**src/rtl/fbr_pkg.sv**
```systemverilog
package fbr_pkg;

  // Advance a ring index, returning to zero at the ring size.
  function automatic int unsigned ring_step(input int unsigned idx, input int unsigned size);
    int unsigned n;
    n = idx + 1;
    if (n >= size) n = 0;
    return n;
  endfunction

  // Number of entries between read and write index in a ring of the given size.
  function automatic int unsigned ring_level(input int unsigned rd, input int unsigned wr,
                                             input int unsigned size);
    if (wr >= rd) return wr - rd;
    return wr + size - rd;
  endfunction

endpackage

```
**src/rtl/fbr_pool.sv**
```systemverilog
module fbr_pool #(
  parameter int AW    = 32,
  parameter int DEPTH = 4,
  parameter int CW    = $clog2(DEPTH + 1)
) (
  input  logic          clk,
  input  logic          rst_n,
  input  logic [1:0]    push_n_i,
  input  logic [AW-1:0] push_a_i,
  input  logic [AW-1:0] push_b_i,
  input  logic [1:0]    pop_n_i,
  output logic [CW-1:0] cnt_o,
  output logic [AW-1:0] top_o,
  output logic [AW-1:0] second_o
);

  logic [AW-1:0] mem [DEPTH];
  logic [CW-1:0] cnt_q;

  // Entries written at cnt (first) and cnt+1 (second) on a push.
  always_ff @(posedge clk) begin
    for (int i = 0; i < DEPTH; i++) begin
      if (push_n_i != 2'd0 && CW'(i) == cnt_q)
        mem[i] <= push_a_i;
      else if (push_n_i == 2'd2 && CW'(i) == cnt_q + CW'(1))
        mem[i] <= push_b_i;
    end
  end

  always_ff @(posedge clk or negedge rst_n) begin
    if (!rst_n) cnt_q <= '0;
    else        cnt_q <= cnt_q + CW'(push_n_i) - CW'(pop_n_i);
  end

  always_comb begin
    top_o    = '0;
    second_o = '0;
    for (int i = 0; i < DEPTH; i++) begin
      if (CW'(i + 1) == cnt_q) top_o    = mem[i];
      if (CW'(i + 2) == cnt_q) second_o = mem[i];
    end
  end

  assign cnt_o = cnt_q;

endmodule

```
**src/rtl/fbr_ring.sv**
```systemverilog
module fbr_ring
  import fbr_pkg::*;
#(
  parameter int AW     = 32,
  parameter int QDEPTH = 3,
  parameter int QW     = $clog2(QDEPTH + 1)
) (
  input  logic          clk,
  input  logic          rst_n,
  input  logic          wr_i,
  input  logic [AW-1:0] wr_addr_i,
  input  logic          rd_i,
  output logic          rd_valid_o,
  output logic [AW-1:0] rd_addr_o,
  output logic          rd_err_o,
  output logic [QW-1:0] level_o
);

  localparam int RSZ = QDEPTH + 1;

  logic [AW-1:0] mem [RSZ];
  logic [QW-1:0] wr_idx, rd_idx;
  logic          rd_take;

  assign level_o = QW'(ring_level(32'(rd_idx), 32'(wr_idx), RSZ));
  assign rd_take = rd_i && (level_o != '0);

  always_ff @(posedge clk) begin
    if (wr_i) mem[wr_idx] <= wr_addr_i;
  end

  always_ff @(posedge clk or negedge rst_n) begin
    if (!rst_n) begin
      wr_idx     <= '0;
      rd_idx     <= '0;
      rd_valid_o <= 1'b0;
      rd_err_o   <= 1'b0;
      rd_addr_o  <= '0;
    end else begin
      rd_valid_o <= rd_take;
      rd_err_o   <= rd_i && !rd_take;
      if (wr_i) wr_idx <= QW'(ring_step(32'(wr_idx), RSZ));
      if (rd_take) begin
        rd_addr_o <= mem[rd_idx];
        rd_idx    <= QW'(ring_step(32'(rd_idx), RSZ));
      end
    end
  end

endmodule

```
**src/rtl/fbr_ctrl.sv**
```systemverilog
module fbr_ctrl #(
  parameter int AW     = 32,
  parameter int DEPTH  = 4,
  parameter int QDEPTH = 3,
  parameter int CW     = $clog2(DEPTH + 1),
  parameter int QW     = $clog2(QDEPTH + 1)
) (
  input  logic          clk,
  input  logic          rst_n,
  input  logic          start_i,
  input  logic          stop_i,
  input  logic          push_i,
  input  logic [AW-1:0] push_addr_i,
  input  logic [1:0]    done_i,
  input  logic [CW-1:0] pool_cnt_i,
  input  logic [AW-1:0] pool_top_i,
  input  logic [AW-1:0] pool_second_i,
  input  logic [QW-1:0] ring_level_i,
  output logic [1:0]    pool_push_n_o,
  output logic [AW-1:0] pool_push_a_o,
  output logic [AW-1:0] pool_push_b_o,
  output logic [1:0]    pool_pop_n_o,
  output logic          ring_wr_o,
  output logic [AW-1:0] ring_addr_o,
  output logic          ev_queue_o,
  output logic          ev_reload_o,
  output logic          ev_share_o,
  output logic          ev_skip_o,
  output logic          push_ready_o,
  output logic          push_err_o,
  output logic [AW-1:0] slot0_addr_o,
  output logic [AW-1:0] slot1_addr_o,
  output logic [1:0]    active_o,
  output logic          running_o,
  output logic          start_err_o,
  output logic          frame_done_o
);

  logic          running_q;
  logic [1:0]    act_q, act_mid, ret_n;
  logic [AW-1:0] slot_q [2];
  logic          stop_go, start_go, done_ok, single, need, push_go, idx;
  logic [CW-1:0] room;

  assign push_ready_o = !(start_i || stop_i || (done_i != 2'b00));

  assign stop_go  = stop_i && running_q;
  assign start_go = start_i && !stop_i && !running_q && (pool_cnt_i >= CW'(2));
  assign done_ok  = running_q && !stop_i && (done_i != 2'b00);
  assign single   = done_ok && (done_i[0] ^ done_i[1]);
  assign idx      = done_i[1];

  assign ev_skip_o   = done_ok && (done_i == 2'b11);
  assign ev_queue_o  = single && (act_q == 2'd2) && (ring_level_i < QW'(QDEPTH));
  assign act_mid     = act_q - {1'b0, ev_queue_o};
  assign need        = single && (act_mid < 2'd2);
  assign ev_reload_o = need && (pool_cnt_i != '0);
  assign ev_share_o  = need && (pool_cnt_i == '0);
  assign push_go     = push_i && push_ready_o && (pool_cnt_i < CW'(DEPTH));

  // Slots returned on stop are limited by the free room in the pool.
  assign room  = CW'(DEPTH) - pool_cnt_i;
  assign ret_n = (CW'(act_q) > room) ? room[1:0] : act_q;

  always_comb begin
    pool_pop_n_o  = 2'd0;
    pool_push_n_o = 2'd0;
    pool_push_a_o = push_addr_i;
    pool_push_b_o = slot_q[1];
    if (start_go)         pool_pop_n_o = 2'd2;
    else if (ev_reload_o) pool_pop_n_o = 2'd1;
    if (stop_go) begin
      pool_push_n_o = ret_n;
      pool_push_a_o = slot_q[0];
    end else if (push_go) begin
      pool_push_n_o = 2'd1;
    end
  end

  assign ring_wr_o   = ev_queue_o;
  assign ring_addr_o = slot_q[idx];

  always_ff @(posedge clk or negedge rst_n) begin
    if (!rst_n) begin
      running_q    <= 1'b0;
      act_q        <= 2'd0;
      slot_q[0]    <= '0;
      slot_q[1]    <= '0;
      start_err_o  <= 1'b0;
      push_err_o   <= 1'b0;
      frame_done_o <= 1'b0;
    end else begin
      start_err_o  <= start_i && !stop_i && !start_go;
      push_err_o   <= push_i && !push_go;
      frame_done_o <= ev_queue_o;
      if (stop_go) begin
        running_q <= 1'b0;
        act_q     <= 2'd0;
      end else if (start_go) begin
        running_q <= 1'b1;
        act_q     <= 2'd2;
        slot_q[0] <= pool_top_i;
        slot_q[1] <= pool_second_i;
      end else if (single) begin
        act_q <= act_mid + {1'b0, ev_reload_o};
        if (ev_reload_o)     slot_q[idx] <= pool_top_i;
        else if (ev_share_o) slot_q[idx] <= slot_q[~idx];
      end
    end
  end

  assign slot0_addr_o = slot_q[0];
  assign slot1_addr_o = slot_q[1];
  assign active_o     = act_q;
  assign running_o    = running_q;

endmodule

```
**src/rtl/fbuf_recycler.sv**
```systemverilog
module fbuf_recycler #(
  parameter int ADDR_W     = 32,
  parameter int POOL_DEPTH = 4,
  parameter int QDEPTH     = 3
) (
  input  logic              clk,
  input  logic              rst_n,
  input  logic              start_i,
  input  logic              stop_i,
  input  logic              push_i,
  input  logic [ADDR_W-1:0] push_addr_i,
  output logic              push_ready_o,
  output logic              push_err_o,
  input  logic              pop_i,
  output logic              pop_valid_o,
  output logic [ADDR_W-1:0] pop_addr_o,
  output logic              pop_err_o,
  input  logic [1:0]        done_i,
  output logic [ADDR_W-1:0] slot0_addr_o,
  output logic [ADDR_W-1:0] slot1_addr_o,
  output logic [1:0]        active_o,
  output logic              running_o,
  output logic              start_err_o,
  output logic              frame_done_o
);

  localparam int CW = $clog2(POOL_DEPTH + 1);
  localparam int QW = $clog2(QDEPTH + 1);

  logic [1:0]        pool_push_n, pool_pop_n;
  logic [ADDR_W-1:0] pool_push_a, pool_push_b, pool_top, pool_second;
  logic [CW-1:0]     pool_cnt;
  logic              ring_wr;
  logic [ADDR_W-1:0] ring_addr;
  logic [QW-1:0]     ring_level;
  logic              ev_queue, ev_reload, ev_share, ev_skip;

  fbr_pool #(.AW(ADDR_W), .DEPTH(POOL_DEPTH), .CW(CW)) i_pool (
    .clk(clk), .rst_n(rst_n),
    .push_n_i(pool_push_n), .push_a_i(pool_push_a), .push_b_i(pool_push_b),
    .pop_n_i(pool_pop_n), .cnt_o(pool_cnt), .top_o(pool_top), .second_o(pool_second)
  );

  fbr_ring #(.AW(ADDR_W), .QDEPTH(QDEPTH), .QW(QW)) i_ring (
    .clk(clk), .rst_n(rst_n),
    .wr_i(ring_wr), .wr_addr_i(ring_addr), .rd_i(pop_i),
    .rd_valid_o(pop_valid_o), .rd_addr_o(pop_addr_o), .rd_err_o(pop_err_o),
    .level_o(ring_level)
  );

  fbr_ctrl #(.AW(ADDR_W), .DEPTH(POOL_DEPTH), .QDEPTH(QDEPTH), .CW(CW), .QW(QW)) i_ctrl (
    .clk(clk), .rst_n(rst_n),
    .start_i(start_i), .stop_i(stop_i), .push_i(push_i), .push_addr_i(push_addr_i),
    .done_i(done_i), .pool_cnt_i(pool_cnt), .pool_top_i(pool_top),
    .pool_second_i(pool_second), .ring_level_i(ring_level),
    .pool_push_n_o(pool_push_n), .pool_push_a_o(pool_push_a), .pool_push_b_o(pool_push_b),
    .pool_pop_n_o(pool_pop_n), .ring_wr_o(ring_wr), .ring_addr_o(ring_addr),
    .ev_queue_o(ev_queue), .ev_reload_o(ev_reload), .ev_share_o(ev_share),
    .ev_skip_o(ev_skip), .push_ready_o(push_ready_o), .push_err_o(push_err_o),
    .slot0_addr_o(slot0_addr_o), .slot1_addr_o(slot1_addr_o), .active_o(active_o),
    .running_o(running_o), .start_err_o(start_err_o), .frame_done_o(frame_done_o)
  );

endmodule

```
**config.mk**
```make
export PLATFORM = sky130hd
export DESIGN_NAME = fbuf_recycler
export DESIGN_NICKNAME = d
export VERILOG_FILES = /design/src/rtl/fbr_pkg.sv /design/src/rtl/fbr_pool.sv /design/src/rtl/fbr_ring.sv /design/src/rtl/fbr_ctrl.sv /design/src/rtl/fbuf_recycler.sv
export SDC_FILE = /design/constraint.sdc
export NUM_CORES = 1
export LEC_CHECK = 0
export BUFFER_PORTS_ARGS = -buffer_cell sky130_fd_sc_hd__buf_2
export CAP_MARGIN = 10
export CORE_UTILIZATION = 40
export CTS_CLUSTER_SIZE = 14
export DETAILED_ROUTE_END_ITERATION = 8
export PLACE_DENSITY_LB_ADDON = 0.25
export SYNTH_ARGS = -nofsm -noshare
export SYNTH_HDL_FRONTEND = slang
export SYNTH_SLANG_ARGS = --single-unit
```
**constraint.sdc**
```tcl
create_clock -name clk -period 11.35 [get_ports clk]
set_clock_uncertainty 0.2 [all_clocks]
set_input_delay 1.135 -clock clk [delete_from_list [all_inputs] [get_ports clk]]
set_output_delay 1.135 -clock clk [all_outputs]
set_load 0.03 [all_outputs]
```
==> flow_summary_export.csv <==
group,metric,value,unit
sta,worst_slack,6.24,ns
detailed_routing,wl_met1,22.7,mm
synthesis,ys_warn_count,0,
floorplanning,rows,79,
clocking,post_cts_resized,0,
clocking,postCtsHoldBufs,0,
sta,fin_setup_tns,0,ns
sta,final-hold-violation-count,0,
placed_design,post-place-ws,5.86,ns
clocking,clk_pin_slew,0.06,ns
synthesis,synth.area.top_cells,"edfxtp_1, dfrtp_1, mux2_4",
synthesis,synth_top_family_by_area,"multiplexers",
worst_hold_path,worstHoldPathCells,1,
detailed_routing,drc,8,
synthesis,synth_cell_type_count,52,
layout,multiInputGateArea,7930,um^2
synthesis,synth_compound_area_frac,0.123,
detailed_routing,firstDrtPassIters,7,
synthesis,avgSynthCellArea,13.4,um^2
layout,area_growth,13.5,%
floorplanning,io_pins,145,
detailed_routing,route.met2.wl,24.2,mm
critical_path,cp.arrival,5.34,ns
critical_path,worstSetupPathType,"input port to flop",
sta,clock.fmax,196,MHz
floorplanning,die_area,48500,um^2
critical_path,cp-start-kind,"input port",
global_route,antenna_found_initial,0,
power,leakage,8.44,nW
synthesis,synth_top_area_frac,0.404,
power,combPwrFrac,0.431,
critical_path,r2r_start,"i_pool.cnt_o[0]$_DFF_PN0_",
detailed_routing,ant_nets,0,
critical_path,path_max_fanout,36,
placed_design,hpwl,31.7,mm
outcome,violations,"design-rule violations",
synthesis,synthAdderAreaFrac,0.0166,
synthesis,netlist_area,19000,um^2
power,intPower,3.58,mW
floorplanning,die_x,220,um
synthesis,ys.flop_type,"edfxtp_1",
synthesis,synth.area.mux_share,0.196,
synthesis,synth-edff-count,256,
sta,setup_viol,0,
sta,drv_slew,0,
synthesis,synth-simple-area-share,0.0722,
synthesis,synth_nets,1485,
clocking,post_cts_buffers,0,
detailed_routing,top_layer_used,"met4",
clocking,cts_sinks,367,
clocking,ctsRootBufferMaster,"clkbuf_16",
synthesis,synth_commonest_cells,"edfxtp_1, mux2_4, a21oi_1, dfrtp_1, mux2_2",
layout,drive_above_1_share,0.331,
critical_path,cp_data_required_time,11.58,ns
detailed_routing,num_vias,12500,
placed_design,io_buffers,144,
sta,tightestPinTransition,1.14,ns
power,switching_share,0.407,
power,clkPwrFrac,0.217,
sta,final_min_period_over_clock_period,0.450,
synthesis,ys_async_sr_fraction,0.302,
global_route,grt_max_degree,81,
synthesis,synth_top_cell_by_area,"edfxtp_1",
global_route,grt_pass1_wl,76.8,mm
clocking,htree_levels,2,
synthesis,synth_xor_area_frac,0.00322,
detailed_routing,vias_per_cell,5.80,
global_route,globalRouteOverflowTotal,0,
global_route,grt_pass1_vias,12300,
floorplanning,die_y,220,um
layout,seqCellArea,10500,um^2
worst_hold_path,min-delay-start,"i_ring.rd_addr_o[22]$_DFFE_PN0P_",
sta,fin_crit,5.11,ns
detailed_routing,routedWlPerCell,23.9,um
clocking,clockBufferDepth,3,
layout,nFillCells,4193,
power,power_frac_seq,0.352,
worst_hold_path,worstHoldPathType,"flop to flop",
clocking,cts_buffers,39,
synthesis,synthCells,1421,
detailed_routing,routed_wl,51.5,mm
sta,slew_headroom,0.236,
critical_path,ff2ff_path_depth,9,
clocking,cts_tree,"done",
placed_design,gp_congestion,0.799,
power,vdd_drop_max,0.117,mV
critical_path,crit_path_end_kind,"flop",
detailed_routing,wl_met3,3.16,mm
flow_run,drv_cap,0,
floorplanning,fp.coreArea,46800,um^2
synthesis,ys_seq_area_frac,0.549,
detailed_routing,drt-initial-drc-count,805,
synthesis,yosysMostFrequentCell,"edfxtp_1",
global_route,grt_usage,0.212,
synthesis,synth_seq_cells,367,
power,p_per_area,279,nW/um^2
floorplanning,floorplan.initialDensity,0.407,
sta,grt_setup_unrepaired,"no",
power,p_sw,2.45,mW
outcome,run_status,"finished, violations left",
layout,layout.nets,1585,
layout,insertedDiodeCount,0,
critical_path,crit_path_start,"done_i[1]",
clocking,clk_latency,0.55,ns
-- area by class of cell --
cell class | instances | area share
Inverter | 61 | 0.0106
Tap cell | 607 | 0.0351
Clock buffer | 54 | 0.0497
Sequential cell | 367 | 0.484
Timing Repair Buffer | 172 | 0.0432
Clock inverter | 18 | 0.0105
Multi-Input combinational cell | 880 | 0.367
-- layer usage --
metal  vias up  global-route usage
li1       5653                   -
met1      6362               0.289
met2       417               0.344
met3        92              0.0359
met4         0              0.0708
met5         -                   0
-- critical path, stage by stage --
cell and delay (ns):
buf_2 0.08, buf_4 0.50, inv_1 0.24, ha_1 0.35, nor4bb_1 0.48, o2111a_1 0.43, ha_1 0.25, xor2_1 0.40
or3_1 0.41, nand2_1 0.58, o22a_1 0.43
-- placed cells by master, fill, tap and decap left out, types with 9 or more instances in the layout --
cell type,n
edfxtp_1,256
buf_2,143
mux2_4,120
a21oi_1,116
dfrtp_1,110
mux2_2,106
a221oi_1,73
nor2b_1,66
inv_1,60
nand2_1,58
nor2_1,50
clkbuf_16,40
mux4_2,32
buf_4,29
a211oi_1,28
o21ai_0,23
nor3_1,20
ha_1,18
a211o_1,17
and3b_1,16
a22o_1,16
o22a_1,16
o22ai_1,16
a22oi_1,13
clkbuf_1,12
and2_1,9
-- path summary, 6_finish.rpt --
kind / slack (ns) / to
setup reg to reg: 6.67 / i_pool.mem[0][23]$_DFFE_PP_
hold / removal: 0.30 / i_ring.rd_addr_o[22]$_DFFE_PN0P_
max in group asynchronous: 9.11 / i_ctrl.slot0_addr_o[18]$_DFFE_PN0P_
hold reg to reg: 0.30 / i_ring.rd_addr_o[22]$_DFFE_PN0P_
setup / recovery: 6.24 / i_ctrl.pool_push_b_o[10]$_DFFE_PN0P_
min in group asynchronous: 0.37 / i_ring.rd_addr_o[26]$_DFFE_PN0P_
-- metrics by stage --
stage	instances	power, mW	hold WS [ns]	area (um^2)	utilization
final	2159	6.03	0.301	21600	0.462
after global routing	2159	6.34	0.320	21600	0.462
after detailed placement	2087	4.74	0.292	20300	0.435
after floorplan	1421	3.90	0.321	19000	-
after CTS	2159	6.06	0.306	21600	0.462
after global placement	2087	4.68	0.286	20300	0.435
-- sequential cells by signal, indices dropped and copies added (netlist names) --
name and cells:
i_ctrl.active_o 2, i_ctrl.frame_done_o 1, i_ctrl.pool_push_b_o 32, i_ctrl.push_err_o 1, i_ctrl.running_o 1, i_ctrl.slot0_addr_o 32, i_ctrl.start_err_o 1, i_pool.cnt_o 3
i_pool.mem 128, i_ring.mem 128, i_ring.rd_addr_o 32, i_ring.rd_err_o 1, i_ring.rd_idx 2, i_ring.rd_valid_o 1, i_ring.wr_idx 2
-- power by group through the flow --
stage / Clock, mW / Combinational (mW) / Sequential (mW)
2_1_floorplan: 0 / 1.53 / 2.37
3_3_place_gp: 0 / 2.55 / 2.13
3_5_place_dp: 0 / 2.60 / 2.15
4_1_cts: 1.33 / 2.61 / 2.12
5_1_grt: 1.38 / 2.79 / 2.16
6_report: 1.31 / 2.60 / 2.12
-- logic make-up after synthesis --
group           after synthesis
flops                       367
fa+ha+maj                    24
mux                         259
xor+xnor                      7
simple gates                251
buf+inv                     174
compound gates              339
(Power assumes the default switching activity.)
